==> src/rtl/intc_pkg.sv <==
package intc_pkg;

    localparam int REG_W    = 32;
    localparam int SEL_W    = 3;
    localparam int SYNC_LEN = 2;

    typedef enum logic [SEL_W-1:0] {
        SEL_STATUS = 3'd0,
        SEL_PEND   = 3'd1,
        SEL_ENABLE = 3'd2,
        SEL_ACK    = 3'd3,
        SEL_SETEN  = 3'd4,
        SEL_CLREN  = 3'd5,
        SEL_VECTOR = 3'd6,
        SEL_MASTER = 3'd7
    } reg_sel_e;

    typedef struct packed {
        logic req_en;   // bit 1
        logic core_en;  // bit 0
    } master_t;

    typedef struct packed {
        logic en_load;
        logic en_set;
        logic en_clr;
        logic ack;
        logic master;
    } wr_strobe_t;

    localparam logic [REG_W-1:0] NO_LINE = '1;

    function automatic wr_strobe_t decode_write(input logic wr, input reg_sel_e sel);
        wr_strobe_t s;
        s         = '0;
        s.en_load = wr && (sel == SEL_ENABLE);
        s.en_set  = wr && (sel == SEL_SETEN);
        s.en_clr  = wr && (sel == SEL_CLREN);
        s.ack     = wr && (sel == SEL_ACK);
        s.master  = wr && (sel == SEL_MASTER);
        return s;
    endfunction

endpackage

==> src/rtl/intc_line_capture.sv <==
module intc_line_capture #(
    parameter bit EDGE_MODE = 1'b0
) (
    input  logic clk,
    input  logic rst,
    input  logic src_i,
    input  logic ack_i,
    output logic status_o
);
    import intc_pkg::*;

    logic [SYNC_LEN-1:0] sync_q;
    logic                last_q;
    logic                hit;
    logic                status_q;

    always_ff @(posedge clk) begin
        if (rst) begin
            sync_q <= '0;
            last_q <= 1'b0;
        end else begin
            sync_q <= {sync_q[SYNC_LEN-2:0], src_i};
            last_q <= sync_q[SYNC_LEN-1];
        end
    end

    generate
        if (EDGE_MODE) begin : g_edge
            assign hit = sync_q[SYNC_LEN-1] & ~last_q;
        end else begin : g_level
            assign hit = sync_q[SYNC_LEN-1];
            // acknowledge of a line still high leaves it set
            assert_level_reassert_R7: assert property (@(posedge clk) disable iff (rst)
                (ack_i && sync_q[SYNC_LEN-1]) |=> status_o);
        end
    endgenerate

    always_ff @(posedge clk) begin
        if (rst) status_q <= 1'b0;
        else     status_q <= (status_q & ~ack_i) | hit;
    end

    assign status_o = status_q;

    // a latched bit is only removed by an acknowledge
    assert_status_hold_R8: assert property (@(posedge clk) disable iff (rst)
        (status_o && !ack_i) |=> status_o);

endmodule

==> src/rtl/intc_enable_bank.sv <==
module intc_enable_bank #(
    parameter int NUM_IN = 32
) (
    input  logic                clk,
    input  logic                rst,
    input  intc_pkg::wr_strobe_t strobe_i,
    input  logic [NUM_IN-1:0]   wdata_i,
    output logic [NUM_IN-1:0]   en_o
);
    logic [NUM_IN-1:0] en_q;

    always_ff @(posedge clk) begin
        if (rst) begin
            en_q <= '0;
        end else if (strobe_i.en_load) begin
            en_q <= wdata_i;
        end else if (strobe_i.en_set) begin
            en_q <= en_q | wdata_i;
        end else if (strobe_i.en_clr) begin
            en_q <= en_q & ~wdata_i;
        end
    end

    assign en_o = en_q;

    // every written one is set afterwards
    assert_set_enable_R3: assert property (@(posedge clk) disable iff (rst)
        strobe_i.en_set |=> ((en_o & $past(wdata_i)) == $past(wdata_i)));
    // every written one is cleared afterwards
    assert_clear_enable_R4: assert property (@(posedge clk) disable iff (rst)
        strobe_i.en_clr |=> ((en_o & $past(wdata_i)) == '0));

endmodule

==> src/rtl/intc_prio_enc.sv <==
module intc_prio_enc #(
    parameter int NUM_IN = 32
) (
    input  logic [NUM_IN-1:0]          pend_i,
    output logic [intc_pkg::REG_W-1:0] vec_o
);
    import intc_pkg::*;

    always_comb begin
        vec_o = NO_LINE;
        for (int i = NUM_IN - 1; i >= 0; i--) begin
            if (pend_i[i]) vec_o = REG_W'(i);
        end
    end

endmodule

==> src/rtl/interrupt_ctrl.sv <==
module interrupt_ctrl #(
    parameter int          NUM_IN    = 32,
    parameter logic [31:0] EDGE_MASK = 32'h0000_0000
) (
    input  logic              clk,
    input  logic              rst,
    input  logic [NUM_IN-1:0] irq_src_i,
    input  logic              bus_wr_i,
    input  logic [2:0]        bus_word_i,
    input  logic [31:0]       bus_wdata_i,
    output logic [31:0]       bus_rdata_o,
    output logic              irq_o
);
    import intc_pkg::*;

    reg_sel_e          sel;
    wr_strobe_t        strobe;
    logic [NUM_IN-1:0] status;
    logic [NUM_IN-1:0] enable;
    logic [NUM_IN-1:0] pend;
    logic [NUM_IN-1:0] ack_bits;
    logic [REG_W-1:0]  status_w;
    logic [REG_W-1:0]  enable_w;
    logic [REG_W-1:0]  pend_w;
    logic [REG_W-1:0]  vector;
    master_t           master_q;

    assign sel      = reg_sel_e'(bus_word_i);
    assign strobe   = decode_write(bus_wr_i, sel);
    assign ack_bits = strobe.ack ? bus_wdata_i[NUM_IN-1:0] : '0;

    generate
        for (genvar i = 0; i < NUM_IN; i++) begin : g_line
            intc_line_capture #(.EDGE_MODE(EDGE_MASK[i])) u_cap (
                .clk      (clk),
                .rst      (rst),
                .src_i    (irq_src_i[i]),
                .ack_i    (ack_bits[i]),
                .status_o (status[i])
            );
        end
    endgenerate

    intc_enable_bank #(.NUM_IN(NUM_IN)) u_en (
        .clk      (clk),
        .rst      (rst),
        .strobe_i (strobe),
        .wdata_i  (bus_wdata_i[NUM_IN-1:0]),
        .en_o     (enable)
    );

    assign pend = status & enable;

    intc_prio_enc #(.NUM_IN(NUM_IN)) u_enc (
        .pend_i (pend),
        .vec_o  (vector)
    );

    always_ff @(posedge clk) begin
        if (rst)              master_q <= '0;
        else if (strobe.master) master_q <= master_t'(bus_wdata_i[1:0]);
    end

    assign irq_o = master_q.core_en & master_q.req_en & (|pend);

    always_comb begin
        status_w = '0;
        enable_w = '0;
        pend_w   = '0;
        status_w[NUM_IN-1:0] = status;
        enable_w[NUM_IN-1:0] = enable;
        pend_w[NUM_IN-1:0]   = pend;
    end

    always_comb begin
        unique case (sel)
            SEL_STATUS: bus_rdata_o = status_w;
            SEL_PEND:   bus_rdata_o = pend_w;
            SEL_ENABLE: bus_rdata_o = enable_w;
            SEL_VECTOR: bus_rdata_o = vector;
            SEL_MASTER: bus_rdata_o = {{(REG_W-2){1'b0}}, master_q};
            default:    bus_rdata_o = '0;
        endcase
    end

    // a master write that is not both bits drops the request next cycle
    assert_master_gate_R11: assert property (@(posedge clk) disable iff (rst)
        (strobe.master && bus_wdata_i[1:0] != 2'b11) |=> !irq_o);
    // no pending line gives the all-ones vector
    assert_vector_none_R10: assert property (@(posedge clk) disable iff (rst)
        (pend_w == '0) |-> (vector == NO_LINE));
    // the vector names a pending line with nothing pending below it
    assert_vector_lowest_R10: assert property (@(posedge clk) disable iff (rst)
        (pend_w != '0) |-> (((pend_w >> vector) & 32'd1) == 32'd1
                            && (pend_w & ((32'd1 << vector) - 32'd1)) == '0));

endmodule

==> config.mk <==
export PLATFORM = sky130hd
export DESIGN_NAME = interrupt_ctrl
export DESIGN_NICKNAME = d
export VERILOG_FILES = /design/src/rtl/intc_pkg.sv /design/src/rtl/intc_line_capture.sv /design/src/rtl/intc_enable_bank.sv /design/src/rtl/intc_prio_enc.sv /design/src/rtl/interrupt_ctrl.sv
export SDC_FILE = /design/constraint.sdc
export NUM_CORES = 1
export LEC_CHECK = 0
export ABC_AREA = 1
export BUFFER_PORTS_ARGS = -buffer_cell sky130_fd_sc_hd__buf_2
export CAP_MARGIN = 0
export CORE_ASPECT_RATIO = 0.8
export CORE_MARGIN = 4
export CORE_UTILIZATION = 30
export CTS_CLUSTER_DIAMETER = 120
export CTS_CLUSTER_SIZE = 14
export DETAILED_ROUTE_END_ITERATION = 6
export PLACE_DENSITY = 0.52
export SLEW_MARGIN = 20
export SYNTH_ARGS = -nofsm -noshare
export SYNTH_HDL_FRONTEND = slang
export SYNTH_SLANG_ARGS = --single-unit
export TNS_END_PERCENT = 10
==> constraint.sdc <==
create_clock -name clk -period 2.5 [get_ports clk]
set_input_delay 0.125 -clock clk [delete_from_list [all_inputs] [get_ports clk]]
set_output_delay 0.125 -clock clk [all_outputs]
set_load 0.05 [all_outputs]
==> flow_summary.json <==
{
  "critPathMaxStageDelay_ns": 0.36,
  "track_usage": 0.157,
  "hp-start": "rst",
  "multi_input_area_um2": 2180,
  "fin_skew_ns": 0.00801,
  "crit_slowest_cell": "dfxtp_1",
  "tightest_slew_ns": 0.608,
  "cts_made_buffers": 17,
  "dpl.hpwl_um": 10100,
  "final.min_clock_period_ns": 2.73,
  "p_sw_frac": 0.255,
  "io_pins": 103,
  "grt_overflow": 0,
  "antenna_cells": 0,
  "nets": 998,
  "syn-num-nets": 829,
  "intPower_mw": 3.81,
  "clkPwrFrac": 0.446,
  "maxCapViolCount": 0,
  "clock_path_buffers": 2,
  "power.density_nw_per_um2": 681,
  "setup-violations-final": 1,
  "syn_inst": 759,
  "drive_gt1_frac": 0.183,
  "avgSynthCellArea_um2": 7.14,
  "grt_first_pass_wirelength_um": 25400,
  "crit_top_cell": "nand2_1",
  "htree_num_levels": 4,
  "synth-xor-area-share": 0,
  "muxShareOfSynthArea": 0,
  "cts_tree": "yes",
  "setup_ws_ns": -0.231,
  "critical_path.max_fanout": 4,
  "slew_headroom": 0.591,
  "seq_power_share": 0.433,
  "hold_viol_final": 0,
  "synth_compound_area_frac": 0.193,
  "worstHoldEndpoint": "g_line[23].u_cap.sync_q[1]",
  "wl_per_cell_um": 13.1,
  "worstSetupStartpointType": "flop",
  "p_total_mw": 5.11,
  "postRouteAntennaNets": 0,
  "via_per_inst": 4.52,
  "cts.sinks": 130,
  "ir_worst_vdd_mv": 0.336,
  "synthAdderAreaFrac": 0,
  "hold_class": "in2reg",
  "status": "complete, but fails checks",
  "cts_root_buf": "clkbuf_16",
  "ys_seq_area_frac": 0.480,
  "yosys_warnings": 0,
  "crit_type": "reg2out",
  "p_leak_nw": 3.62,
  "grt_setup_unrepaired": "true",
  "start_util": 0.309,
  "holdPathStages": 2,
  "violations": "negative setup slack",
  "report.final.slew_viol_count": 0,
  "timing.final.crit_share": 1.09,
  "port_buffers": 102,
  "rows": 43,
  "synth_top_family_by_area": "simple AND/OR/NAND/NOR gates",
  "routed_wl_um": 15200,
  "insertion_delay_ns": 0.41,
  "max_freq_mhz": 366,
  "utilization": 0.428,
  "n_fill_cell": 1798,
  "seq_area_um2": 2610,
  "cp.arrival_ns": 2.61,
  "worstRegToRegCells": 3,
  "die_h_um": 128,
  "clkTransAtPathRegs_ns": 0.06,
  "antenna_found_initial": 0,
  "r2r_slack_ns": 1.70,
  "synth_seq_cells": 130,
  "gp_congestion": 0.782,
  "grt_max_degree": 62,
  "syn2layout_area_growth_pct": 38.5,
  "p_sw_mw": 1.30,
  "dieWidth_um": 158,
  "p_comb_frac": 0.121,
  "synth.distinct_cells": 21,
  "drt-pass1-iter-count": 5,
  "end_kind": "primary output",
  "core-area_um2": 17500,
  "synthSimpleGateAreaFrac": 0.204,
  "drt-initial-drc-count": 330,
  "drc": 0,
  "first_global_vias": 5053,
  "syn_area_um2": 5420,
  "via_count": 5263,
  "die_area_um2": 20300,
  "cp.required_ns": 2.38
}
[area by class of cell]
type	instances	area share
Clock buffer	24	0.0628
Clock inverter	6	0.00767
Inverter	140	0.0702
Multi-Input combinational cell	452	0.291
Sequential cell	130	0.348
Tap cell	225	0.0375
Timing Repair Buffer	187	0.183
[power by group through the flow]
| stage | clock network [mW] | logic [mW] | registers (mW) |
|---|---|---|---|
| finish | 2.28 | 0.620 | 2.21 |
| global route | 2.42 | 0.689 | 2.22 |
| CTS | 2.34 | 0.616 | 2.21 |
| detailed placement | 0 | 0.531 | 2.25 |
| global placement | 0 | 0.529 | 2.25 |
| floorplan | 0 | 0.343 | 2.24 |
[stage by stage]
stage          std cells  setup slack, ns  instance area (µm²)  hold WS (ns)  setup TNS, ns
4_1_cts             1164           -0.278                 7460         0.168         -0.278
6_report            1164           -0.231                 7510         0.185         -0.231
3_5_place_dp        1066           0.0657                 6240         0.330              0
3_3_place_gp        1066           0.0610                 6240         0.326              0
2_1_floorplan        759            0.330                 5420         0.232              0
5_1_grt             1164           -0.631                 7510         0.193         -0.749
[logic make-up after synthesis]
family	Yosys count
simple gates	285
compound gates	167
buf+inv	177
flops	130
[metal layers]
metal  part of all wire  vias to the layer above  track usage  wire, µm
met4             0.0096                        0       0.0416       146
met1               0.51                     2391        0.224      7840
met3              0.053                        9       0.0469       810
met2               0.42                      115        0.232      6440
met5                  0                        -            0         0
li1                   -                     2748            -         -
[cell usage in the layout, fill, tap and decap left out, drive strengths merged, types with 2 or more instances in the layout]
master	count
a211oi	2
a21oi	66
a221oi	29
a22oi	32
buf	117
clkbuf	30
clkinv	5
dfxtp	130
dlygate4sd3	64
inv	139
nand2	123
nand3	3
nand4	3
nor2	150
nor3	5
o2111ai	2
o21ai	33
[what timing repair did]
action	in CTS	in global routing
endpoints found under the hold margin	66	0
pin swaps	1	3
resized for setup	7	20
hold buffers	64	0
setup buffers	4	0
endpoints found under the setup margin	1	22
[critical path: cells and delay by family, from the launching register on]
kind	cells	cell delay [ns]
buffers and inverters	1	0.16
DFF	1	0.36
and+or+nand+nor	31	1.67
[cells in the mapped netlist]
cell / instances / share of area
nor3_1: 5 / 0.0046
o31ai_1: 1 / 0.0014
inv_2: 1 / 0.00069
nand3_1: 3 / 0.0028
nand4_1: 3 / 0.0035
a221oi_1: 29 / 0.047
clkbuf_1: 37 / 0.026
clkinv_1: 1 / 0.00069
inv_1: 138 / 0.096
nor4_1: 1 / 0.0012
a22oi_1: 32 / 0.044
nand2_1: 116 / 0.080
a31oi_1: 1 / 0.0012
nand2_2: 7 / 0.0081
o211ai_1: 1 / 0.0014
o21ai_0: 33 / 0.030
a211oi_1: 2 / 0.0028
a21oi_1: 66 / 0.061
dfxtp_1: 130 / 0.48
nor2_1: 150 / 0.10
o2111ai_1: 2 / 0.0032
[worst max-delay path by stage]
| stage | from | endpoint | slack [ns] |
|---|---|---|---|
| floorplan | g_line[30].u_cap.status_o | bus_rdata_o[0] | 0.33 |
| CTS | flop | bus_rdata_o[0] | -0.28 |
| detailed placement | flop | bus_rdata_o[0] | 0.07 |
| global placement | flop | bus_rdata_o[0] | 0.06 |
| finish | flop | bus_rdata_o[0] | -0.23 |
| global route | g_line[30].u_cap.status_o | bus_rdata_o[0] | -0.63 |
(Power assumes the default switching activity.)
